$ cat config.mk
export PLATFORM = sky130hd
export DESIGN_NAME = rx_stage_fifo
export DESIGN_NICKNAME = d
export VERILOG_FILES = /design/src/rtl/rxs_pkg.sv /design/src/rtl/rxs_queue.sv /design/src/rtl/rxs_drain.sv /design/src/rtl/rx_stage_fifo.sv
export SDC_FILE = /design/constraint.sdc
export NUM_CORES = 1
export LEC_CHECK = 0
export ABC_AREA = 1
export CAP_MARGIN = 20
export CORE_MARGIN = 3
export CORE_UTILIZATION = 35
export CTS_CLUSTER_DIAMETER = 60
export CTS_CLUSTER_SIZE = 25
export DETAILED_ROUTE_END_ITERATION = 12
export DONT_BUFFER_PORTS = 1
export GPL_TIMING_DRIVEN = 0
export PLACE_DENSITY_LB_ADDON = 0.08
export SYNTH_ARGS = -nofsm -noshare
export SYNTH_HDL_FRONTEND = slang
export SYNTH_SLANG_ARGS = --single-unit
$ cat constraint.sdc
create_clock -name clk -period 2.5 [get_ports clk]
set_input_delay 0.25 -clock clk [delete_from_list [all_inputs] [get_ports clk]]
set_output_delay 0.25 -clock clk [all_outputs]
set_load 0.01 [all_outputs]
$ cat src/rtl/rxs_pkg.sv
package rxs_pkg;
  typedef logic [7:0] byte_t;
endpackage

$ cat src/rtl/rxs_queue.sv
module rxs_queue
  import rxs_pkg::*;
#(
  parameter int DEPTH = 4,
  parameter int CNTW  = $clog2(DEPTH + 1)
) (
  input  logic            clk,
  input  logic            rst_n,
  input  logic            push,
  input  byte_t           push_data,
  input  logic            pop,
  input  logic            clear,
  output byte_t           head,
  output logic [CNTW-1:0] fill
);
  localparam int PW = (DEPTH > 1) ? $clog2(DEPTH) : 1;
  localparam logic [PW-1:0] LAST = PW'(DEPTH - 1);

  byte_t         slot_q [DEPTH];
  logic [PW-1:0] wr_ptr, rd_ptr;

  function automatic logic [PW-1:0] step_ptr(input logic [PW-1:0] p);
    return (p == LAST) ? '0 : p + 1'b1;
  endfunction

  always_ff @(posedge clk) begin
    if (push && !clear) slot_q[wr_ptr] <= push_data;
  end

  always_ff @(posedge clk or negedge rst_n) begin
    if (!rst_n) begin
      wr_ptr <= '0;
      rd_ptr <= '0;
      fill   <= '0;
    end else if (clear) begin
      wr_ptr <= '0;
      rd_ptr <= '0;
      fill   <= '0;
    end else begin
      if (push) wr_ptr <= step_ptr(wr_ptr);
      if (pop)  rd_ptr <= step_ptr(rd_ptr);
      fill <= fill + CNTW'(push) - CNTW'(pop);
    end
  end

  assign head = slot_q[rd_ptr];
endmodule

$ cat src/rtl/rxs_drain.sv
module rxs_drain #(
  parameter int AW = 16,
  parameter int CW = 8
) (
  input  logic          clk,
  input  logic          rst_n,
  input  logic          start,
  input  logic [AW-1:0] start_base,
  input  logic [CW-1:0] start_max,
  input  logic          stop,
  input  logic          flush,
  input  logic          have_byte,
  input  logic          mem_ready,
  output logic          mem_valid,
  output logic [AW-1:0] mem_addr,
  output logic          fire,
  output logic [CW-1:0] amount,
  output logic [CW-1:0] cur_max,
  output logic          end_evt
);
  logic          running;
  logic [AW-1:0] base_q;
  logic          room;

  assign room      = amount < cur_max;
  assign mem_valid = running && !start && !stop && !flush && have_byte && room;
  assign fire      = mem_valid && mem_ready;
  assign mem_addr  = base_q + AW'(amount);

  always_ff @(posedge clk or negedge rst_n) begin
    if (!rst_n) begin
      running <= 1'b0;
      base_q  <= '0;
      cur_max <= '0;
      amount  <= '0;
      end_evt <= 1'b0;
    end else begin
      end_evt <= fire && ((amount + CW'(1)) == cur_max);
      if (start) begin
        running <= 1'b1;
        base_q  <= start_base;
        cur_max <= start_max;
        amount  <= '0;
      end else begin
        if (stop) running <= 1'b0;
        if (fire) amount <= amount + CW'(1);
      end
    end
  end
endmodule

$ cat src/rtl/rx_stage_fifo.sv
module rx_stage_fifo
  import rxs_pkg::*;
#(
  parameter int DEPTH = 4,
  parameter int AW    = 16,
  parameter int CW    = 8,
  parameter int CNTW  = $clog2(DEPTH + 1)
) (
  input  logic            clk,
  input  logic            rst_n,
  input  logic            in_valid,
  input  logic [7:0]      in_data,
  input  logic            start,
  input  logic [AW-1:0]   start_base,
  input  logic [CW-1:0]   start_max,
  input  logic            stop,
  input  logic            flush,
  output logic            mem_valid,
  input  logic            mem_ready,
  output logic [AW-1:0]   mem_addr,
  output logic [7:0]      mem_data,
  output logic            rdy_evt,
  output logic            end_evt,
  output logic [CW-1:0]   amount,
  output logic            overrun,
  output logic            flush_done,
  output logic [CNTW-1:0] flush_count
);
  localparam logic [CNTW-1:0] FULL_AT = CNTW'(DEPTH);

  logic [CNTW-1:0] fill;
  logic [CW-1:0]   cur_max;
  byte_t           head;
  logic            full, push, fire, evt_d;

  assign full = fill == FULL_AT;
  assign push = in_valid && !flush && !full;

  rxs_queue #(.DEPTH(DEPTH), .CNTW(CNTW)) u_queue (
    .clk       (clk),
    .rst_n     (rst_n),
    .push      (push),
    .push_data (in_data),
    .pop       (fire),
    .clear     (flush),
    .head      (head),
    .fill      (fill)
  );

  rxs_drain #(.AW(AW), .CW(CW)) u_drain (
    .clk        (clk),
    .rst_n      (rst_n),
    .start      (start),
    .start_base (start_base),
    .start_max  (start_max),
    .stop       (stop),
    .flush      (flush),
    .have_byte  (fill != '0),
    .mem_ready  (mem_ready),
    .mem_valid  (mem_valid),
    .mem_addr   (mem_addr),
    .fire       (fire),
    .amount     (amount),
    .cur_max    (cur_max),
    .end_evt    (end_evt)
  );

  assign mem_data = head;

  // A new head appears when an empty queue takes a byte, or when a write
  // retires the head and another byte stands (or lands) behind it.
  assign evt_d = !flush &&
                 ((fill == '0 && push) ||
                  (fire && (fill > CNTW'(1) || push)));

  always_ff @(posedge clk or negedge rst_n) begin
    if (!rst_n) begin
      rdy_evt     <= 1'b0;
      overrun     <= 1'b0;
      flush_done  <= 1'b0;
      flush_count <= '0;
    end else begin
      rdy_evt    <= evt_d;
      flush_done <= flush;
      if (flush) begin
        flush_count <= fill;
        overrun     <= 1'b0;
      end else if (in_valid && full) begin
        overrun <= 1'b1;
      end
    end
  end
endmodule

## Word level (Yosys, flattened, before mapping)

Memory sizes are Yosys's and may differ from the RTL's.
Index checks and enable logic that the tools add are counted.

- Memories kept: 1
- Flip-flop bits (word level): 47
- Input port bits: 39
- Word-level logic and storage cells: 67
- Output and inout bits: 40
- RAM bits: 32

Memory list:

| name | depth | bits a word | rd ports | clocked after memory_dff | write ports | line | text |
|---|---|---|---|---|---|---|---|
| u_queue.slot_q | 4 | 8 | 1 | 0 | 1 | rxs_queue.sv:19 | `byte_t slot_q [DEPTH];` |

- Reduce and logical (&&, ||, !) cells: 27
- Add/subtract/negate cells: 6
- Magnitude comparators: 2
- Mux-type cells: 15
- Eq/ne operators: 4

Operators by type and width:

| kind | number |
|---|---|
| $add 16x8->16 | 1 |
| $mux 8 | 2 |
| $logic_and 1x1->1 | 14 |
| $mux 2 | 6 |
| $reduce_bool 2->1 | 5 |
| $add 8x1->8 const B | 1 |
| $eq 8x8->1 | 1 |
| $lt 8x8->1 | 1 |
| $mux 1 | 6 |
| $add 2x1->2 const B | 2 |
| $eq 2x2->1 const B | 2 |
| $logic_not 1->1 | 4 |
| $add 3x1->3 | 1 |
| $eq 3x3->1 const B | 1 |
| $gt 3x1->1 const B | 1 |
| $logic_not 3->1 | 1 |
| $mux 3 | 1 |
| $reduce_bool 3->1 | 1 |
| $sub 3x1->3 | 1 |
| $logic_or 1x1->1 | 2 |

## Logic depth before layout (Yosys ltp)

Gate-level depths: netlist (run 1).

- Word-level depth: 10
- Depth in mapped cells: 17
- Gate-level depth less buffers: 17

## Cells and area by module

Synthesis (run 1) repeated with hierarchy kept, for this count alone.

- Cells, all modules: 474
- Area, all modules: 4160.2 um^2

Modules (own cells, without submodules):

| module | cells each | area each (um^2) | times used | sequential area each (um^2) |
|---|---|---|---|---|
| rxs_drain | 301 | 2214.6 | 1 | 850.8 |
| rxs_queue | 145 | 1705.4 | 1 | 1136.1 |
| rx_stage_fifo | 28 | 240.2 | 1 | 150.1 |

## Worst setup path before layout (run 1)

OpenSTA, ideal clock, no wires.

- Path kind: reg-to-reg
- Start: reg u_drain.amount[7]
- End: reg u_queue.fill[2]
- Arrival: 2.353 ns
- Buffers on the path: 0
- Clock period less this slack: 2.476 ns
- Slack: 0.024 ns
- Cell stages (with the launch flop): 16
- Data required time: 2.377 ns
- Setup time: 0.123 ns
- Cell sequence: dfrtp_1 > ha_1 > nand2_1 > nand2_1 > inv_1 > nand2_2 > nor2_4 > nand2_4 > nor2_8 > ha_1 > inv_1 > ha_1 > inv_1 > fa_1 > o21ai_0 > a21oi_1

- Word-level cells in the longest chain between the ends: 5

RTL lines:

| element | line | text |
|---|---|---|
| start: declaration | rxs_drain.sv:17 | `output logic [CW-1:0] amount,` |
| start signal: assignment | rxs_drain.sv:46 | `if (fire) amount <= amount + CW'(1);` |
| $lt 8x8->1 | rxs_drain.sv:25 | `assign room = amount < cur_max;` |
| $logic_and 1x1->1 | rxs_drain.sv:26 | `assign mem_valid = running && !start && !stop && !flush && have_byte && room;` |
| $logic_and 1x1->1 | rxs_drain.sv:27 | `assign fire = mem_valid && mem_ready;` |
| $sub 3x1->3 | rxs_queue.sv:42 | `fill <= fill + CNTW'(push) - CNTW'(pop);` |
| $mux 3 | rxs_queue.sv:35 | `end else if (clear) begin` |
| end signal: assignment | rxs_queue.sv:42 |  |
| end: declaration | rxs_queue.sv:14 | `output logic [CNTW-1:0] fill` |

Every way passes these cells.
A chain may end at the register's enable or synchronous reset.

## Worst setup path after layout (run 1)

- Start: reg u_drain.amount[2]
- End: reg u_queue.fill[1]

The elaborated chain is that of the path after synthesis.

==> results.md, run 1 <==
* Antenna diodes at 0
* Drt pass-1 iters at 4
* Die height at 116 um
* Required time of the worst setup path at 2.73 ns
* I/O pin total at 79
* Initial antenna violation count at 0
* Layout Utilization at 0.432
* Syn avg cell area at 8.67 um^2
* Rows at 39
* Clk root buf: clkbuf_16
* Family with the most delay on the worst path: adder cells
* Syn nets at 553
* Share of post-route cells with drive strength above 1 at 0.138
* CTS tree: built
* Netlist cell types at 37
* WL per Instance at 15.9 um
* Final Slew Violations at 0
* Peak VDD IR at 0.275 mV
* RSZ-0062 raised after global routing: true
* Post-synth top area share at 0.279
* Ys Warns at 0
* Placed cell area at 4400 um^2
* Reg2reg path depth at 14
* EDFF count, synth at 32
* Sw Share at 0.269
* Clock-pin slew on the worst setup and hold paths at 0.06 ns
* Number of cells on the worst hold path at 2
* PwrDens at 639 nW/um^2
* Die area at 13,400 um^2
* Actual slew at the worst max-slew pin at 0.857 ns
* First-pass GRT wire length at 17,000 um
* CP max stage delay at 0.52 ns
* Nets@finish at 581
* Max stage delay cell, worst path: dfrtp_2
* Multiplexer area fraction after synthesis at 0.00237
* Initial Utilization at 0.363
* Clock power share at 0.422
* Period utilisation layout at 0.960
* Crit Path Class: reg2reg
* Switching power at 0.000863 W
* Initial DRC count at 167
* ANT nets after route at 0
* Most frequent cell after synthesis: nand2_1
* Critical Path Source Type: flop
* Post-Synthesis Cell Area at 4220 um^2
* Hold EP: u_drain.base_q[0]$_DFFE_PN0P_
* Min Tclk post-route at 2.40 ns
* Commonest cells post-synth: 138 x nand2_1, 58 x inv_1, 47 x dfrtp_1, 41 x o21ai_0, 39 x nor2_1
* Congestion Overflow GR at 0
* Worst hold start: start_base[0]
* Clock Skew at 0.00467 ns
* Cells after Synth at 487
* Most common flop cell mapped by yosys: dfrtp_1
* Comb power frac at 0.115
* RR Endpoint: u_queue.fill[1]$_DFF_PN0_
* Arrival @ worst endpoint at 2.63 ns
* Hold WS at 0.0242 ns
* Seq/Total Area, Yosys at 0.506
* Final hold violation count at 0
* Yosys reg bits at 79
* DRC viols at 0
* DP Wirelength at 7510 um
* Buf/Inv on CP at 3
* Synth area leader: dfrtp_1
* CP Capture Type: flop
* Gr usage total at 0.167
* Status: finished, final reports clean
* Largest family of logic cells by synthesized area: simple AND/OR/NAND/NOR gates
* Via count at 3,306
* Synth Area in Adders at 0.0836
* Ys async rst share at 0.595
* Simple-Gate Fraction of Synth Area at 0.241
* Total wire length at 10,500 um
* Port-buffer cells at 0
* Sequential Power Share at 0.462
* Clock Sink Count at 79
* Design Power at 0.00321 W
* R2R Path Start: u_drain.amount[2]$_DFFE_PN0P_
* Setup violators final at 0
* R2R setup slack at 0.10 ns
* Dominant cells by area after synthesis: dfrtp_1 28%, edfxtp_1 23%, nand2_1 12%, ha_1 7.4%, inv_1 5.2%
* Crit Path Max Fanout at 8
* Placer Congestion at 0.829
* Clock latency at the later pin of the worst-skew pair at 0.34 ns
* Fin area at 5010 um^2
* Post-Synth XOR/XNOR Area at 0.0124
* Max-Cap Viols at 0
* Number of buffers created by CTS at 9
* P_int at 0.00234 W
* Vias per cell at 4.99
* H-tree depth at 3
* Tightest Hold Check Type: in2reg
* Synth Area in Compound Gates at 0.0907
* Most common cell on crit path: nand2_1
* Leak Pwr at 2.25 nW
* Largest net degree at the start of global routing at 48
* Chip Width at 116 um
* Area Growth Syn to Fin at 18.8%
* Vias in the first global route at 3,375
* Relative slew slack at 0.427
* Core area at 11,600 um^2
* Fmax at 417 MHz
* Max clock buf depth at 2
* CP Cell Sequence: ha_4, nand2_1, inv_1, nand2_1, nand2_1, nand2_2, nand2_4, nor2_8, ha_4, inv_1, ha_2, inv_2, fa_2, nor2_1
[power by group through the flow]
| stage | logic [W] | registers, W | clock network (W) |
|---|---|---|---|
| floorplan | 0.000241 | 0.00149 | 0 |
| global placement | 0.000308 | 0.00151 | 0 |
| detailed placement | 0.000313 | 0.00151 | 0 |
| CTS | 0.000362 | 0.00148 | 0.00140 |
| global route | 0.000427 | 0.00149 | 0.00145 |
| finish | 0.000370 | 0.00148 | 0.00135 |
[how the worst max path moves through the flow]
stage,from,depth (start not counted),slack [ns],endpoint
3_5_place_dp,u_drain.amount[3]$_DFFE_PN0P_,13,-0.33,u_queue.fill[2]$_DFF_PN0_
2_1_floorplan,u_drain.amount[7]$_DFFE_PN0P_,15,0.02,u_queue.fill[2]$_DFF_PN0_
5_1_grt,u_drain.amount[7]$_DFFE_PN0P_,15,-0.02,u_queue.fill[2]$_DFF_PN0_
3_3_place_gp,u_drain.amount[3]$_DFFE_PN0P_,13,-0.28,u_queue.fill[2]$_DFF_PN0_
6_report,u_drain.amount[2]$_DFFE_PN0P_,14,0.10,u_queue.fill[1]$_DFF_PN0_
4_1_cts,u_drain.amount[7]$_DFFE_PN0P_,15,-0.004,u_queue.fill[2]$_DFF_PN0_
[logic make-up after synthesis]
group	Yosys count
and+or+nand+nor	232
AOI/OAI and AO/OA	71
muxes	1
adders and majority gates	27
DFF	79
buffers and inverters	71
xor gates and xnor gates	6
[per-layer routing]
layer | share of wire | vias to the layer above | global-route usage | wire [um]
li1 | - | 1651 | - | -
met1 | 0.44 | 1588 | 0.204 | 4650
met2 | 0.49 | 65 | 0.276 | 5190
met3 | 0.063 | 2 | 0.0653 | 667
met4 | 0.0044 | 0 | 0.0433 | 46
met5 | 0 | - | 0 | 0
[stage by stage]
stage | worst slack (ns) | std cells | TNS [ns]
floorplan | 0.0239 | 487 | 0
global placement | -0.278 | 630 | -0.466
detailed placement | -0.326 | 630 | -0.564
CTS | -0.00393 | 660 | -0.00393
global route | -0.0205 | 663 | -0.0205
finish | 0.101 | 663 | 0
[registers in the layout, summed over array words and instances, names as in the netlist]
| name | flops |
|---|---|
| u_queue.rd_ptr | 2 |
| u_drain.end_evt | 1 |
| flush_count | 3 |
| u_drain.amount | 8 |
| u_drain.base_q | 16 |
| u_queue.fill | 3 |
| rdy_evt | 1 |
| u_drain.running | 1 |
| u_queue.wr_ptr | 2 |
| flush_done | 1 |
| u_queue.slot_q | 32 |
| u_drain.cur_max | 8 |
| overrun | 1 |
[placed cells by master, fill, tap and decap left out, types with 4 or more instances in the layout]
master and instances:
nand4_1 4, nand3_1 30, ha_1 15, clkbuf_16 9, a21oi_1 8, dfrtp_1 40
dfrtp_2 7, buf_4 5, o21ai_1 9, nand2_2 8, xor2_1 5, o21ai_0 40
edfxtp_1 32, clkbuf_1 6, nor2_1 39, dlygate4sd3_1 10, nor3_1 4, inv_2 8
ha_4 8, inv_1 53, o22ai_1 8, nand2_1 134
[repair_timing]
action                                 CTS  global route
pin swaps                                2             8
setup endpoints to repair                7             6
hold buffers                            11             0
gates cloned                             0             0
setup buffers                            3             3
endpoints found under the hold margin   83             0
resized for setup                       12            20
[cell type report]
class,count,area (um^2)
fillers,1151,6600
clock inverters,7,80.1
flip-flops and latches,79,2150
repair buffers,17,169
multi-input cells,337,1940
well taps,143,179
plain buffers,8,32.5
inverters,63,239
clock buffers,9,225
[worst register-to-register path: cells and delay by family, from the launching register on]
kind / cells / cell delay [ns]
and+or+nand+nor: 7 / 0.50
adders and majority gates: 4 / 1.15
buffers and inverters: 3 / 0.12
DFF: 1 / 0.52
(Power assumes the default switching activity.)
==> run 2, diff against run 1 <==
Settings changed: CELL_PAD_IN_SITES_DETAIL_PLACEMENT set to 0, CELL_PAD_IN_SITES_GLOBAL_PLACEMENT set to 1.
==> run 2 against run 1 <==
  * Critical path depth is 2 lower
  * Clock skew is 0.0064 ns higher
  * Setup slack better by 0.023 ns
  * Clock power is 3% higher
  * Wire length is 1.5% higher
  * Critical endpoint unchanged
  * Power is 1.4% higher
  * Count of clock-buffer cells in the layout stayed put
  * Non-clock buffer count is 1 higher
  * Largest cell class unchanged
  * Core utilization is 0.22 points higher
  * Die area stayed put
  * Global-route usage is 0.70 points higher
  * Sequential power hardly changed
==> results.md, run 2 (synthesized netlist as in run 1, its figures left out) <==
* Final Slew Violations at 0 (unchanged)
* CP Capture Type: flop (unchanged)
* Design Power at 0.00325 W (was 0.00321 W)
* DRC viols at 0 (unchanged)
* Congestion Overflow GR at 0 (unchanged)
* Core area at 11,600 um^2 (unchanged)
* CTS tree: built (unchanged)
* Fin cells at 664 (was 663)
* Required time of the worst setup path at 2.73 ns (about the same)
* Fmax at 421 MHz (was 417 MHz)
* Arrival @ worst endpoint at 2.60 ns (was 2.63 ns)
* Die height at 116 um (unchanged)
* Number of cells on the worst hold path at 2 (unchanged)
* Leading registers by flop count: u_queue.slot_q (32), u_drain.base_q (16) (unchanged)
* Actual slew at the worst max-slew pin at 0.874 ns (was 0.857 ns)
* Via count at 3,248 (was 3,306)
* Fillers at 1,211 (was 1,151)
* Number of buffers created by CTS at 9 (unchanged)
* PwrDens at 645 nW/um^2 (was 639 nW/um^2)
* Worst hold start: start_base[6] (was start_base[0])
* Share of post-route cells with drive strength above 1 at 0.150 (was 0.138)
* Initial DRC count at 140 (was 167)
* Total wire length at 10,700 um (was 10,500 um)
* Gr usage total at 0.174 (was 0.167)
* R2R Path Start: u_drain.amount[6]$_DFFE_PN0P_ (was u_drain.amount[2]$_DFFE_PN0P_)
* Initial Utilization at 0.363 (unchanged)
* Crit Path Class: reg2reg (unchanged)
* Crit Path Max Fanout at 6 (was 8)
* Hold EP: u_drain.base_q[6]$_DFFE_PN0P_ (was u_drain.base_q[0]$_DFFE_PN0P_)
* Port-buffer cells at 0 (unchanged)
* Vias per cell at 4.89 (was 4.99)
* Max clock buf depth at 2 (unchanged)
* ANT nets after route at 0 (unchanged)
* Setup violators final at 0 (unchanged)
* Commonest cells after routing, fill and taps aside: 132 x nand2_1, 53 x inv_1, 40 x o21ai_0, 40 x dfrtp_1, 38 x nor2_1 (was 134 x nand2_1, 53 x inv_1, 40 x o21ai_0, 40 x dfrtp_1, 39 x nor2_1)
* Most flop-heavy register: u_queue.slot_q (unchanged)
* First-pass GRT wire length at 17,600 um (was 17,000 um)
* Largest net degree at the start of global routing at 48 (unchanged)
* R2R setup slack at 0.12 ns (was 0.10 ns)
* Die area at 13,400 um^2 (unchanged)
* Max FFs per register at 32 (unchanged)
* Pre-CTS setup slack at -0.325 ns (was -0.326 ns)
* Final hold violation count at 0 (unchanged)
* Setup ws final at 0.123 ns (was 0.101 ns)
* Antenna diodes at 0 (unchanged)
* H-tree depth at 3 (unchanged)
* Reg2reg path depth at 12 (was 14)
* Max-Cap Viols at 0 (unchanged)
* Drt pass-1 iters at 4 (unchanged)
* Status: finished, final reports clean (unchanged)
* Clock Sink Count at 79 (unchanged)
* Relative slew slack at 0.415 (was 0.427)
* Hold WS at 0.0172 ns (was 0.0242 ns)
* Tightest Hold Check Type: in2reg (unchanged)
* Period utilisation layout at 0.951 (was 0.960)
* Placer Congestion at 0.766 (was 0.829)
* Area Growth Syn to Fin at 19.4% (was 18.8%)
* Most common cell after layout, fill and taps aside: nand2_1 (unchanged)
* Chip Width at 116 um (unchanged)
* RR Endpoint: u_queue.fill[1]$_DFF_PN0_ (unchanged)
* Placed cell count at 630 (unchanged)
* Critical Path Source Type: flop (unchanged)
* Initial antenna violation count at 0 (unchanged)
* Rows at 39 (unchanged)
* DP Wirelength at 7610 um (was 7510 um)
* Min Tclk post-route at 2.38 ns (was 2.40 ns)
* Nets@finish at 582 (was 581)
* I/O pin total at 79 (unchanged)
* Clock-pin slew on the worst setup and hold paths at 0.07 ns (was 0.06 ns)
* Clock latency at the later pin of the worst-skew pair at 0.35 ns (was 0.34 ns)
* Leak Pwr at 2.26 nW (was 2.25 nW)
* Peak VDD IR at 0.253 mV (was 0.275 mV)
* Clk root buf: clkbuf_16 (unchanged)
* Vias in the first global route at 3,395 (was 3,375)
* WL per Instance at 16.1 um (was 15.9 um)
* Clock Skew at 0.0111 ns (was 0.00467 ns)
run 2: metrics by stage:
step | instance area, um^2 | util | TNS (ns)
after global placement | 4400 | 0.379 | -0.558
after global routing | 5040 | 0.434 | -0.0131
after CTS | 4910 | 0.422 | -0.00624
after floorplan | 4220 | - | 0
final | 5040 | 0.434 | 0
after detailed placement | 4400 | 0.379 | -0.577
run 2: worst max-delay path by stage:
stage | start | endpoint | slack [ns]
after floorplan | u_drain.amount[7]$_DFFE_PN0P_ | u_queue.fill[2]$_DFF_PN0_ | 0.02
after global placement | u_drain.amount[3]$_DFFE_PN0P_ | u_queue.fill[2]$_DFF_PN0_ | -0.32
after detailed placement | u_drain.amount[3]$_DFFE_PN0P_ | u_queue.fill[2]$_DFF_PN0_ | -0.32
after CTS | u_drain.amount[1]$_DFFE_PN0P_ | u_queue.fill[2]$_DFF_PN0_ | -0.006
after global routing | u_drain.amount[7]$_DFFE_PN0P_ | u_queue.fill[2]$_DFF_PN0_ | -0.01
final | u_drain.amount[6]$_DFFE_PN0P_ | u_queue.fill[1]$_DFF_PN0_ | 0.12
run 2: area by class of cell:
cell class / count / area, um^2 / area share
timing repair buffer: 18 / 176 / 0.0350
buffer: 8 / 32.5 / 0.00645
sequential: 79 / 2150 / 0.426
clock inverter: 7 / 85.1 / 0.0169
tap: 143 / 179 / 0.0355
clock buffer: 9 / 225 / 0.0447
multi-input combinational: 337 / 1960 / 0.388
inverter: 63 / 239 / 0.0474
run 2: critical path: stages (launching register included):
cell	delay, ns
dfrtp_2	0.49
ha_4	0.28
nand3_2	0.09
nand3_4	0.08
nor2_4	0.15
nand2_4	0.08
nor2_8	0.09
ha_4	0.20
inv_2	0.04
ha_2	0.16
inv_2	0.04
fa_2	0.52
nor2_1	0.04
run 2: what timing repair did:
item,CTS,global route
gates resized for setup,13,24
pin swaps,2,11
hold buffers,11,0
hold endpoints to repair,83,0
buffers inserted,3,4
setup endpoints to repair,7,6
run 2: report_power, final:
group          switching (W)  total [W]  leakage, nW  internal [W]
combinational       0.000250   0.000376         1.22      0.000126
sequential         0.0000493    0.00148        0.881       0.00143
clock               0.000596    0.00139        0.153      0.000797
total               0.000895    0.00325         2.26       0.00236
run 2: layer usage:
layer	global-route usage	up-vias	share of wire
li1	-	1658	-
met1	0.218	1507	0.46
met2	0.280	66	0.47
met3	0.0418	17	0.049
met4	0.0858	0	0.025
met5	0	-	0
